<file path="config.mk">
export PLATFORM = sky130hd
export DESIGN_NAME = cfg_scrub_ctrl
export DESIGN_NICKNAME = d
export VERILOG_FILES = /design/src/rtl/scrub_pkg.sv /design/src/rtl/scrub_tmr_reg.sv /design/src/rtl/scrub_frame_cmp.sv /design/src/rtl/cfg_scrub_ctrl.sv
export SDC_FILE = /design/constraint.sdc
export NUM_CORES = 1
export LEC_CHECK = 0
export BUFFER_PORTS_ARGS = -buffer_cell sky130_fd_sc_hd__buf_2
export CAP_MARGIN = 20
export CORE_MARGIN = 8
export CORE_UTILIZATION = 45
export DETAILED_ROUTE_END_ITERATION = 7
export PLACE_DENSITY = 0.84
export REMOVE_ABC_BUFFERS = 1
export SKIP_LAST_GASP = 1
export SLEW_MARGIN = 20
export SYNTH_ARGS = -nofsm -noshare
export SYNTH_HDL_FRONTEND = slang
export SYNTH_SLANG_ARGS = --single-unit
</file>
<file path="constraint.sdc">
create_clock -name clk_i -period 5.31 [get_ports clk_i]
set_input_delay 1.062 -clock clk_i [delete_from_list [all_inputs] [get_ports clk_i]]
set_output_delay 1.062 -clock clk_i [all_outputs]
set_load 0.01 [all_outputs]
</file>
<file path="src/rtl/scrub_pkg.sv">
package scrub_pkg;
  localparam int unsigned BYTE_W  = 8;
  localparam int unsigned FLASH_W = 2 * BYTE_W;

  typedef enum logic [3:0] {
    S_IDLE, S_LOADED, S_UP_SW, S_UP_WR, S_UP_RD,
    S_RB, S_FX_SW, S_FX_WR, S_FX_RD
  } st_e;
  localparam int unsigned ST_W = 4;

  typedef enum logic [1:0] {
    MD_IDLE  = 2'd0,
    MD_LOAD  = 2'd1,
    MD_SCRUB = 2'd2,
    MD_FIX   = 2'd3
  } mode_e;
endpackage

</file>
<file path="src/rtl/scrub_tmr_reg.sv">
module scrub_tmr_reg #(
  parameter int unsigned W = 4,
  parameter logic [W-1:0] RST = '0
) (
  input  logic         clk_i,
  input  logic         rst_ni,
  input  logic [W-1:0] d_i,
  output logic [W-1:0] q_o
);
  // each copy loads the voted next value, so a single upset heals on the next edge
  for (genvar i = 0; i < 3; i++) begin : g_copy
    logic [W-1:0] r;
    always_ff @(posedge clk_i or negedge rst_ni) begin
      if (!rst_ni) r <= RST;
      else         r <= d_i;
    end
  end

  assign q_o = (g_copy[0].r & g_copy[1].r) |
               (g_copy[0].r & g_copy[2].r) |
               (g_copy[1].r & g_copy[2].r);
endmodule

</file>
<file path="src/rtl/scrub_frame_cmp.sv">
module scrub_frame_cmp import scrub_pkg::*; (
  input  logic [FLASH_W-1:0] word_i,
  input  logic [BYTE_W-1:0]  rd_i,
  output logic [BYTE_W-1:0]  cfg_o,
  output logic               diff_o
);
  logic [BYTE_W-1:0] mask;

  for (genvar k = 0; k < BYTE_W; k++) begin : g_split
    assign cfg_o[k] = word_i[2*k];
    assign mask[k]  = word_i[2*k+1];
  end

  assign diff_o = |((rd_i ^ cfg_o) & mask);
endmodule

</file>
<file path="src/rtl/cfg_scrub_ctrl.sv">
module cfg_scrub_ctrl import scrub_pkg::*; #(
  parameter int unsigned FRAMES      = 64,
  parameter int unsigned FRAME_BYTES = 16,
  parameter int unsigned PAD_BYTES   = 4,
  parameter int unsigned CNT_W       = 8
) (
  input  logic                                      clk_i,
  input  logic                                      rst_ni,
  input  logic                                      cmd_load_i,
  input  logic                                      cmd_scrub_i,
  input  logic                                      auto_scrub_i,
  input  logic                                      stat_rd_i,
  output logic [1:0]                                stat_mode_o,
  output logic [CNT_W-1:0]                          stat_fix_cnt_o,
  output logic [$clog2(FRAMES)-1:0]                 stat_last_frame_o,
  output logic                                      irq_o,
  output logic                                      flash_rd_o,
  output logic [$clog2(FRAMES*FRAME_BYTES)-1:0]     flash_addr_o,
  input  logic [15:0]                               flash_data_i,
  output logic                                      tgt_write_mode_o,
  output logic                                      tgt_wr_o,
  output logic                                      tgt_rd_o,
  output logic [$clog2(FRAMES)-1:0]                 tgt_frame_o,
  output logic [$clog2(FRAME_BYTES+PAD_BYTES)-1:0]  tgt_byte_o,
  output logic [7:0]                                tgt_data_o,
  input  logic [7:0]                                tgt_data_i
);
  localparam int unsigned FR_W = $clog2(FRAMES);
  localparam int unsigned BY_W = $clog2(FRAME_BYTES + PAD_BYTES);
  localparam int unsigned FA_W = $clog2(FRAMES * FRAME_BYTES);
  localparam logic [FR_W-1:0] FR_LAST = FR_W'(FRAMES - 1);
  localparam logic [BY_W-1:0] WR_LAST = BY_W'(FRAME_BYTES + PAD_BYTES - 1);
  localparam logic [BY_W-1:0] RB_LAST = BY_W'(FRAME_BYTES - 1);
  localparam logic [FA_W-1:0] FB_A    = FA_W'(FRAME_BYTES);

  st_e              st_q, st_d;
  logic [ST_W-1:0]  st_raw;
  logic [FR_W-1:0]  fr_q, fr_d;
  logic [BY_W-1:0]  by_q, by_d;
  logic             mis_q, mis_d;
  logic             fix;
  logic             irq_q;
  logic [CNT_W-1:0] cnt_q;
  logic [FR_W-1:0]  last_q;
  logic [7:0]       cfg_byte;
  logic             diff;
  logic             in_frame;
  logic             wr_st;

  scrub_tmr_reg #(.W(ST_W), .RST(ST_W'(S_IDLE))) u_st (
    .clk_i (clk_i),
    .rst_ni(rst_ni),
    .d_i   (st_d),
    .q_o   (st_raw)
  );
  assign st_q = st_e'(st_raw);

  scrub_frame_cmp u_cmp (
    .word_i(flash_data_i),
    .rd_i  (tgt_data_i),
    .cfg_o (cfg_byte),
    .diff_o(diff)
  );

  always_comb begin
    st_d  = st_q;
    fr_d  = fr_q;
    by_d  = by_q;
    mis_d = mis_q;
    fix   = 1'b0;
    unique case (st_q)
      S_IDLE, S_LOADED: begin
        if (cmd_load_i) begin
          st_d = S_UP_SW;
          fr_d = '0;
          by_d = '0;
        end else if (st_q == S_LOADED && cmd_scrub_i) begin
          st_d  = S_RB;
          fr_d  = '0;
          by_d  = '0;
          mis_d = 1'b0;
        end
      end
      S_UP_SW: begin
        st_d = S_UP_WR;
        by_d = '0;
      end
      S_UP_WR: begin
        if (by_q == WR_LAST) begin
          by_d = '0;
          if (fr_q == FR_LAST) st_d = S_UP_RD;
          else                 fr_d = fr_q + FR_W'(1);
        end else begin
          by_d = by_q + BY_W'(1);
        end
      end
      S_UP_RD: begin
        st_d  = auto_scrub_i ? S_RB : S_LOADED;
        fr_d  = '0;
        by_d  = '0;
        mis_d = 1'b0;
      end
      S_RB: begin
        if (by_q == RB_LAST) begin
          by_d  = '0;
          mis_d = 1'b0;
          if (mis_q || diff)       st_d = S_FX_SW;
          else if (fr_q == FR_LAST) fr_d = '0;
          else                      fr_d = fr_q + FR_W'(1);
        end else begin
          by_d  = by_q + BY_W'(1);
          mis_d = mis_q | diff;
        end
      end
      S_FX_SW: begin
        st_d = S_FX_WR;
        by_d = '0;
      end
      S_FX_WR: begin
        if (by_q == WR_LAST) begin
          st_d = S_FX_RD;
          by_d = '0;
        end else begin
          by_d = by_q + BY_W'(1);
        end
      end
      S_FX_RD: begin
        st_d  = S_RB;
        by_d  = '0;
        mis_d = 1'b0;
        fix   = 1'b1;
      end
      default: st_d = S_IDLE;
    endcase
  end

  always_ff @(posedge clk_i or negedge rst_ni) begin
    if (!rst_ni) begin
      fr_q  <= '0;
      by_q  <= '0;
      mis_q <= 1'b0;
    end else begin
      fr_q  <= fr_d;
      by_q  <= by_d;
      mis_q <= mis_d;
    end
  end

  always_ff @(posedge clk_i or negedge rst_ni) begin
    if (!rst_ni) begin
      irq_q  <= 1'b0;
      cnt_q  <= '0;
      last_q <= '0;
    end else if (fix) begin
      irq_q  <= 1'b1;
      last_q <= fr_q;
      if (!(&cnt_q)) cnt_q <= cnt_q + CNT_W'(1);
    end else if (stat_rd_i) begin
      irq_q <= 1'b0;
    end
  end

  assign wr_st    = (st_q == S_UP_WR) || (st_q == S_FX_WR);
  assign in_frame = (by_q <= RB_LAST);

  assign tgt_wr_o         = wr_st;
  assign tgt_rd_o         = (st_q == S_RB);
  assign tgt_write_mode_o = wr_st || (st_q == S_UP_SW) || (st_q == S_FX_SW);
  assign tgt_frame_o      = fr_q;
  assign tgt_byte_o       = by_q;
  assign tgt_data_o       = (wr_st && in_frame) ? cfg_byte : 8'h00;

  assign flash_rd_o   = (wr_st && in_frame) || (st_q == S_RB);
  assign flash_addr_o = FA_W'(fr_q) * FB_A + (in_frame ? FA_W'(by_q) : '0);

  always_comb begin
    unique case (st_q)
      S_UP_SW, S_UP_WR, S_UP_RD: stat_mode_o = MD_LOAD;
      S_RB:                      stat_mode_o = MD_SCRUB;
      S_FX_SW, S_FX_WR, S_FX_RD: stat_mode_o = MD_FIX;
      default:                   stat_mode_o = MD_IDLE;
    endcase
  end

  assign irq_o             = irq_q;
  assign stat_fix_cnt_o    = cnt_q;
  assign stat_last_frame_o = last_q;
endmodule

</file>
; Word level (Yosys, flattened, before mapping)
; Index checks and enable logic that the tools add are counted.
[totals]
output_inout_bits = 50
regBits = 31
word_cells = 93
in_bits = 30
[op_classes]
magnitude_cmp = 1
bitwise_logic = 7
n_addsub = 4
eq_ne = 18
mux = 32
reduce_logical = 24
[op_table]
columns = operator, n
row1 = $mux 6, 7
row2 = $pmux 4 s8, 1
row3 = $mux 4, 7
row4 = $mux 5, 5
row5 = $pmux 6 s4, 1
row6 = $pmux 5 s4, 1
row7 = $eq 4x3->1 const B, 4
row8 = $add 10x5->10, 1
row9 = $ne 2x2->1 const B, 5
row10 = $add 8x1->8 const B, 1
row11 = $and 8x8->8, 1
row12 = $eq 4x2->1 const B, 2
row13 = $mux 8, 1
row14 = $or 4x4->4, 2
row15 = $reduce_and 8->1, 1
row16 = $reduce_bool 4->1, 2
row17 = $reduce_or 8->1, 1
row18 = $xor 8x8->8, 1
row19 = $add 6x1->6 const B, 1
row20 = $eq 6x6->1 const B, 1
row21 = $mux 1, 6
row22 = $pmux 2 s3, 1
row23 = $reduce_and 6->1, 1
row24 = $reduce_or 2->1, 3
row25 = 22 further kinds, 29

; Longest topological paths before layout
; Gate-level depths: netlist of the first run.
[depth]
word_depth = 8
depth_mapped = 9
mapped_depth_nobuf = 9

; By module
; A second synthesis of the first run with hierarchy kept.
[unflattened]
cells_unflattened = 230
hier_area_um2 = 2142.1
[modules_own_cells]
columns = module, area_each_um2, seq_area_each_um2, instances, cells_per_inst
row1 = cfg_scrub_ctrl, 1875.5, 675.6, 1, 205
row2 = scrub_frame_cmp, 166.4, 0.0, 1, 21
row3 = scrub_tmr_reg, 100.1, 100.1, 1, 4

; Worst setup path after synthesis of the first run
; Ideal clock, no wire load.
[synth_timing]
path_kind = register -> output
from = register by_q[0] (netlist: tgt_byte_o[0])
to = output flash_addr_o[8]
n_path_buf = 0
t_arrival_ns = 1.895
slack_ns = 2.353
stages_incl_launch_ff = 10
required_time_ns = 4.248
cell_sequence = dfrtp_1 ha_1 and3_1 ha_1 inv_1 nor2_1 ha_1 ha_1 nand3_1 xnor2_1
[synth_via]
elab_chain_cells = 3
[synth_rtl]
columns = element, line_no
row1 = "start, declared", cfg_scrub_ctrl.sv:39  ; logic [BY_W-1:0] by_q, by_d;
row2 = "start signal, assigned", cfg_scrub_ctrl.sv:144  ; by_q <= by_d;
row3 = $le 5x4->1, cfg_scrub_ctrl.sv:164  ; assign in_frame = (by_q <= RB_LAST);
row4 = $mux 5 (*), cfg_scrub_ctrl.sv:174  ; assign flash_addr_o = FA_W'(fr_q) * FB_A + (in_frame ? FA_W'(by_q) : '0);
row5 = $add 10x5->10 (*), cfg_scrub_ctrl.sv:174
row6 = "end, declared", cfg_scrub_ctrl.sv:18  ; output logic [$clog2(FRAMES*FRAME_BYTES)-1:0] flash_addr_o,
; Every way passes the cells marked *; elsewhere a longest branch is shown, timed or not.

; Final worst setup path of the first run
[layout_timing]
from = register by_q[0] (netlist: tgt_byte_o[0])
to = output tgt_data_o[7]
[layout_via]
elab_chain_cells = 3
[layout_rtl]
columns = element, line_no
row1 = $le 5x4->1, cfg_scrub_ctrl.sv:164
row2 = $logic_and 1x1->1, cfg_scrub_ctrl.sv:171  ; assign tgt_data_o = (wr_st && in_frame) ? cfg_byte : 8'h00;
row3 = $mux 8, cfg_scrub_ctrl.sv:171
row4 = "end, declared", cfg_scrub_ctrl.sv:25  ; output logic [7:0] tgt_data_o,
; No other way between the ends.

==> impl_metrics.ini, run 1 <==
[job]
maxCapViolCount = 0

[setup_path]
critPathMostFrequentCell = ha_1
crit_chain = ha_1, and3_1, ha_1, nor2_1, nor3_1, and2_1, buf_2
slowest_stage = nor3_1
cp_num_buf_inv = 1
crit_required_ns = 4.25
cp_top_family = simple AND/OR/NAND/NOR gates
startpoint_type = register
cp.arrival_ns = 2.44
setup.worst_path.end_class = primary output
crit_fanout = 9
slowest_delay_ns = 0.59
critical_path_class = reg2out

[global_route]
grt_pass1_vias = 1937
groute.usage.overall = 0.162
grt_pass1_wl_um = 8650
grt_max_degree = 32
gr-total-overflow = 0
antenna_found_initial = 0

[synthesis]
ys_seq_area_frac = 0.398
syn_avg_cell_area_um2 = 8.66
ys_top_cells_by_area = dfrtp_1 40%, nand2_1 5.6%, xor2_1 4.9%
synth_edf_count = 0
synthFlopType = dfrtp_1
syn_area_um2 = 1950
ys_ff_latch = 31
yosysTopAreaCellShare = 0.398
yosysWarnings = 0
syn_inst = 225
ys_types = 44
synth_top_area_cell = dfrtp_1
async_flop_share = 1.00

[die]
core_um2 = 4260
die_w_um = 81.8
core.rowCount = 24
ios = 80
die_h_um = 81.8
dieArea_um2 = 6690
start_util = 0.457

[timing]
fin_tns_setup_ns = 0
rsz0062_at_grt = no
slew_headroom = 0.505
finalSetupViolCount = 0
max_freq_mhz = 286
fin_crit_sh = 0.659
finalCriticalPeriod_ns = 3.50
holdWs_ns = 0.467
maxSlewViolCount = 0
hold_viol_final = 0
tightestPinTransition_ns = 0.737
skew_ns = 0.00764

[clock_network]
clock_path_buffers = 2
holdBufCountCts = 0
h-tree-depth = 2
clkTransAtPathRegs_ns = 0.07
clk_latency_ns = 0.28
clock-sinks = 31
numCtsBuffers = 5
cts-root-buf = clkbuf_8
cts_setup_buffers = 0
cts_tree = built
post_cts_resized = 0

[finish]
fin_nets = 342
drive_gt1_frac = 0.302
diodes = 0
fill_cells = 395
syn2layout_area_growth_pct = 27.0

[pwr]
p_per_area_nw_per_um2 = 183
irDropWorstVdd_mv = 0.102
p_leak_uw = 0.00126

[drt]
drt-total-wl_um = 5170
firstDrtPassIters = 4
ant_nets = 0
route.detailed.wl_per_inst_um = 14.5
viasPerCell = 5.35
drc = 0
drt_iter0_drc = 86
vias = 1909

[min_path]
min_path_type = reg2reg

[placed_design]
dp_hpwl_um = 4060
gp_congestion = 0.861
port_buffers = 79

[status]
status = complete, no violations
==> synth_stat cells, types with 2 or more instances <==
master,instances
a22oi_1,4
ha_1,7
inv_1,7
nand4_1,3
o22a_1,2
nor3_1,6
o21a_1,2
dfrtp_1,31
xor2_1,11
or4_1,2
a21oi_1,11
o21ai_1,16
and2_1,8
nand3_1,11
o211ai_1,2
nor2_1,14
clkbuf_1,6
and3_1,7
o41ai_1,2
nor2b_1,8
nand2_1,29
xnor2_1,8
o21ai_0,4
nand2b_1,4
==> logic make-up (layout without fill, tap and decap cells) <==
| logic type | Yosys count | count (layout) | synth area share |
|---|---|---|---|
| flops | 31 | 31 | 0.398 |
| xor+xnor | 19 | 19 | 0.0854 |
| simple gates | 100 | 100 | 0.266 |
| mux | 1 | 1 | 0.00578 |
| fa+ha+maj | 7 | 7 | 0.0450 |
| buf+inv | 14 | 94 | 0.0270 |
| compound gates | 53 | 53 | 0.173 |
==> power by group <==
part	internal, uW	switching, uW	total [uW]	leakage (uW)
sequential	236	0.0000000569	236	0.000382
clock	101	82.4	184	0.0000470
combinational	15.6	16.6	32.3	0.000833
==> layout make-up <==
type | count | area, um2 | area share
flip-flops and latches | 31 | 776 | 0.314
well taps | 52 | 65.1 | 0.0263
multi-input cells | 180 | 1120 | 0.453
clock buffers | 6 | 82.6 | 0.0334
clock inverters | 1 | 5.00 | 0.00202
repair buffers | 79 | 395 | 0.160
inverters | 8 | 30.0 | 0.0121
==> flip-flops by register name (all words and copies together) (netlist names) <==
name               count
stat_fix_cnt_o         8
tgt_byte_o             5
tgt_frame_o            6
stat_last_frame_o      6
irq_o                  1
u_st.g_copy.r          4
mis_q                  1
==> through the flow <==
step	area (um2)	utilization	setup WS (ns)	std cells	power, uW
after floorplan	1930	-	2.35	219	252
after global placement	2390	0.560	2.22	350	273
after detailed placement	2390	0.560	2.09	350	274
after CTS	2470	0.580	1.77	357	461
after global routing	2470	0.580	1.57	357	475
final	2470	0.580	1.81	357	452
==> worst register-to-register path: stages, from the launching register on <==
cell and delay (ns):
dfrtp_1 0.42, ha_1 0.23, and3_1 0.20, ha_1 0.23, nor2b_1 0.07, o21a_1 0.17
a211oi_2 0.36, o211ai_1 0.34, o41ai_1 0.42
==> cells in the final DEF, fill, tap and decap left out, types with 3 or more instances in the layout <==
| cell | count |
|---|---|
| and3_1 | 7 |
| xnor2_1 | 8 |
| nor3_1 | 6 |
| a22oi_1 | 4 |
| dfrtp_1 | 31 |
| xor2_1 | 11 |
| nand3_1 | 11 |
| a21oi_1 | 11 |
| o21ai_0 | 4 |
| nor2b_1 | 8 |
| nand4_1 | 3 |
| and2_1 | 8 |
| nand2_1 | 29 |
| nor2_1 | 14 |
| nand2b_1 | 4 |
| clkbuf_8 | 6 |
| ha_1 | 7 |
| buf_2 | 79 |
| inv_1 | 7 |
| o21ai_1 | 16 |
==> worst paths after layout <==
kind	slack, ns	start	endpoint	depth (start not counted)
min in group asynchronous	0.83	rst_ni	tgt_frame_o[1]	1
worst max register to register	2.75	tgt_byte_o[0]	tgt_frame_o[5]	8
max in group asynchronous	4.03	rst_ni	tgt_frame_o[4]	1
worst min-delay path	0.47	stat_last_frame_o[3]	stat_last_frame_o[3]	2
worst min register to register	0.47	stat_last_frame_o[3]	stat_last_frame_o[3]	2
worst max-delay path	1.81	tgt_byte_o[0]	tgt_data_o[7]	7
==> layer usage <==
metal	wire [um]	vias to the layer above	global-route usage
li1	-	954	-
met3	583	4	0.0667
met2	2310	81	0.256
met5	0	-	0
met4	25	0	0.0439
met1	2260	870	0.200
(Power assumes the default switching activity.)
==> run 2, diff against run 1 <==
--- a/config.mk
+++ b/config.mk
@@ -5,12 +5,13 @@
 export SDC_FILE = /design/constraint.sdc
 export NUM_CORES = 1
 export LEC_CHECK = 0
+export ABC_AREA = 1
 export BUFFER_PORTS_ARGS = -buffer_cell sky130_fd_sc_hd__buf_2
 export CAP_MARGIN = 20
 export CORE_MARGIN = 8
 export CORE_UTILIZATION = 45
 export DETAILED_ROUTE_END_ITERATION = 7
-export PLACE_DENSITY = 0.84
+export PLACE_DENSITY = 0.86
 export REMOVE_ABC_BUFFERS = 1
 export SKIP_LAST_GASP = 1
 export SLEW_MARGIN = 20
==> constraint.sdc (replaced) <==
create_clock -name clk_i -period 3.2 [get_ports clk_i]
set_input_delay 0.64 -clock clk_i [delete_from_list [all_inputs] [get_ports clk_i]]
set_output_delay 0.64 -clock clk_i [all_outputs]
set_load 0.01 [all_outputs]
==> run 2 against run 1 <==
  * Clock skew decreased by 0.0033 ns
  * Area after synthesis rose by 10%
  * Setup slack worse by 1.4 ns
  * Cell count grew 22%
  * Critical endpoint is now flash_addr_o[8]
  * Cell area is 8.3% higher
  * Non-clock buffer count is the same
==> impl_metrics.ini, run 2 <==
[job]
maxCapViolCount = 0

[timing]
finalCriticalPeriod_ns = 2.83
skew_ns = 0.00434
fin_tns_setup_ns = 0
rsz0062_at_grt = no
slew_headroom = 0.546
maxSlewViolCount = 0
holdWs_ns = 0.394
hold_viol_final = 0
tightestPinTransition_ns = 0.682
finalSetupViolCount = 0
max_freq_mhz = 354
fin_crit_sh = 0.884

[pwr]
p_leak_uw = 0.00158
irDropWorstVdd_mv = 0.283
p_per_area_nw_per_um2 = 637

[die]
core.rowCount = 25
die_h_um = 85.1
die_w_um = 85.1
core_um2 = 4660
start_util = 0.460
ios = 80
dieArea_um2 = 7230

[drt]
viasPerCell = 4.92
drt_iter0_drc = 102
firstDrtPassIters = 4
drt-total-wl_um = 5510
drc = 0
route.detailed.wl_per_inst_um = 12.6
vias = 2143
ant_nets = 0

[clock_network]
h-tree-depth = 2
holdBufCountCts = 0
cts-root-buf = clkbuf_8
clock-sinks = 31
cts_setup_buffers = 0
clkTransAtPathRegs_ns = 0.06
cts_tree = built
clock_path_buffers = 2
numCtsBuffers = 5
post_cts_resized = 0
clk_latency_ns = 0.29

[setup_path]
slowest_stage = dfrtp_1
critPathMostFrequentCell = ha_1
worstRegToRegCells = 13
slowest_delay_ns = 0.40
crit_fanout = 3
setup.worst_path.end_class = primary output
crit_chain = ha_1, nand2_1, nor2_1, ha_1, nand2_1, inv_1, ha_1, ha_1, nand3_1, xor2_1, buf_2
crit_required_ns = 2.56
startpoint_type = register
rr_startpoint = tgt_byte_o[0]
critPathLaunch = tgt_byte_o[0]
r2r_end = tgt_frame_o[0]
cp.arrival_ns = 2.19
cp-endpoint = flash_addr_o[8]
reg2reg_slack_ns = 1.39
critical_path_class = reg2out

[global_route]
grt_max_degree = 32
grt_pass1_vias = 2133
groute.usage.overall = 0.160
gr-total-overflow = 0
antenna_found_initial = 0
grt_pass1_wl_um = 9440

[finish]
fin_nets = 419
stdcell_area_um2 = 2680
final_common_cell = nand2_1
largest_reg_flops = 8
diodes = 0
syn2layout_area_growth_pct = 24.9
drive_gt1_frac = 0.298
final_cell_mix = 87 x nand2_1, 79 x buf_2, 35 x inv_1
stdcell_count = 436

[placed_design]
post_dp_cell_area_um2 = 2590
port_buffers = 79
dp_hpwl_um = 4500
placedCellCount = 429
gp_congestion = 0.876

[synthesis]
ys_top_cells_by_area = dfrtp_1 36%, nand2_1 15%, nand3_1 6.3%
post-synth-top-count-cell = nand2_1
synthFlopType = dfrtp_1
synth_edf_count = 0
async_flop_share = 1.00
yosys-top-cells-count = 87 x nand2_1, 35 x inv_1, 31 x dfrtp_1, 31 x nor2_1, 27 x nand3_1
synth_top_area_cell = dfrtp_1
ys_seq_area_frac = 0.362
ys_types = 34
yosysTopAreaCellShare = 0.362
yosysWarnings = 0
syn_inst = 299
ys_ff_latch = 31
syn_avg_cell_area_um2 = 7.18
syn_area_um2 = 2150

[status]
status = complete, no violations

[min_path]
min_path_type = in2async
==> run 2: cell types whose count changed in the layout (fill, tap and decap cells not counted), sizes merged, moves of 8 or more <==
cell	previous run	this run
nor2b	8	0
nor2	14	38
nand2	29	93
inv	8	44
nand3	11	30
and2	9	0
==> run 2: kinds of logic (layout without fill, tap and decap cells) <==
family,Yosys count,count (layout),share of synthesized area
and+or+nand+nor,174,174,0.384
buffers and inverters,48,131,0.0875
DFF,31,31,0.362
AOI/OAI and AO/OA,26,26,0.0729
xor gates and xnor gates,13,13,0.0531
adders and majority gates,7,7,0.0408
==> run 2: how the worst min path moves through the flow <==
| stage | start | end | slack (ns) | depth (start not counted) |
|---|---|---|---|---|
| 5_1_grt | rst_ni | stat_fix_cnt_o[0] | 0.44 | 1 |
| 4_1_cts | rst_ni | tgt_frame_o[1] | 0.42 | 1 |
| 3_5_place_dp | mis_q | mis_q | 0.46 | 2 |
| 2_1_floorplan | rst_ni | irq_o | 0.34 | 0 |
| 3_3_place_gp | stat_last_frame_o[2] | stat_last_frame_o[2] | 0.46 | 2 |
| 6_report | rst_ni | stat_fix_cnt_o[0] | 0.39 | 1 |
==> run 2: layer usage <==
metal,vias to the layer above,routed length (um),GRT usage,share of wire
met5,-,0,0,0
met4,0,88,0.0712,0.016
met3,5,226,0.0280,0.041
met2,40,2980,0.295,0.54
met1,985,2210,0.171,0.40
li1,1113,-,-,-
==> run 2: per-stage QoR <==
step / util / setup WS (ns) / power (uW)
floorplan: - / 0.815 / 1140
global placement: 0.556 / 0.748 / 1390
detailed placement: 0.556 / 0.672 / 1400
CTS: 0.575 / 0.354 / 1720
global route: 0.575 / 0.280 / 1840
finish: 0.575 / 0.373 / 1710
==> run 2: power by group <==
group	switching, uW	total [uW]	internal [uW]
logic	572	886	315
registers	71.0	511	440
clock network	141	309	168
==> run 2: cell type report <==
type / count / area, um2
clock buffers: 6 / 82.6
fillers: 444 / 1980
repair buffers: 79 / 395
flip-flops and latches: 31 / 776
clock inverters: 1 / 5.00
well taps: 54 / 67.6
inverters: 45 / 171
multi-input cells: 220 / 1180
==> run 2: critical path: cells and delay by family (launching register included) <==
family                   cells  cell delay, ns
XOR/XNOR                     1            0.16
flip-flops                   1            0.40
AND/OR/NAND/NOR              4            0.32
adder cells (fa/ha/maj)      4            0.83
buffers and inverters        2            0.20
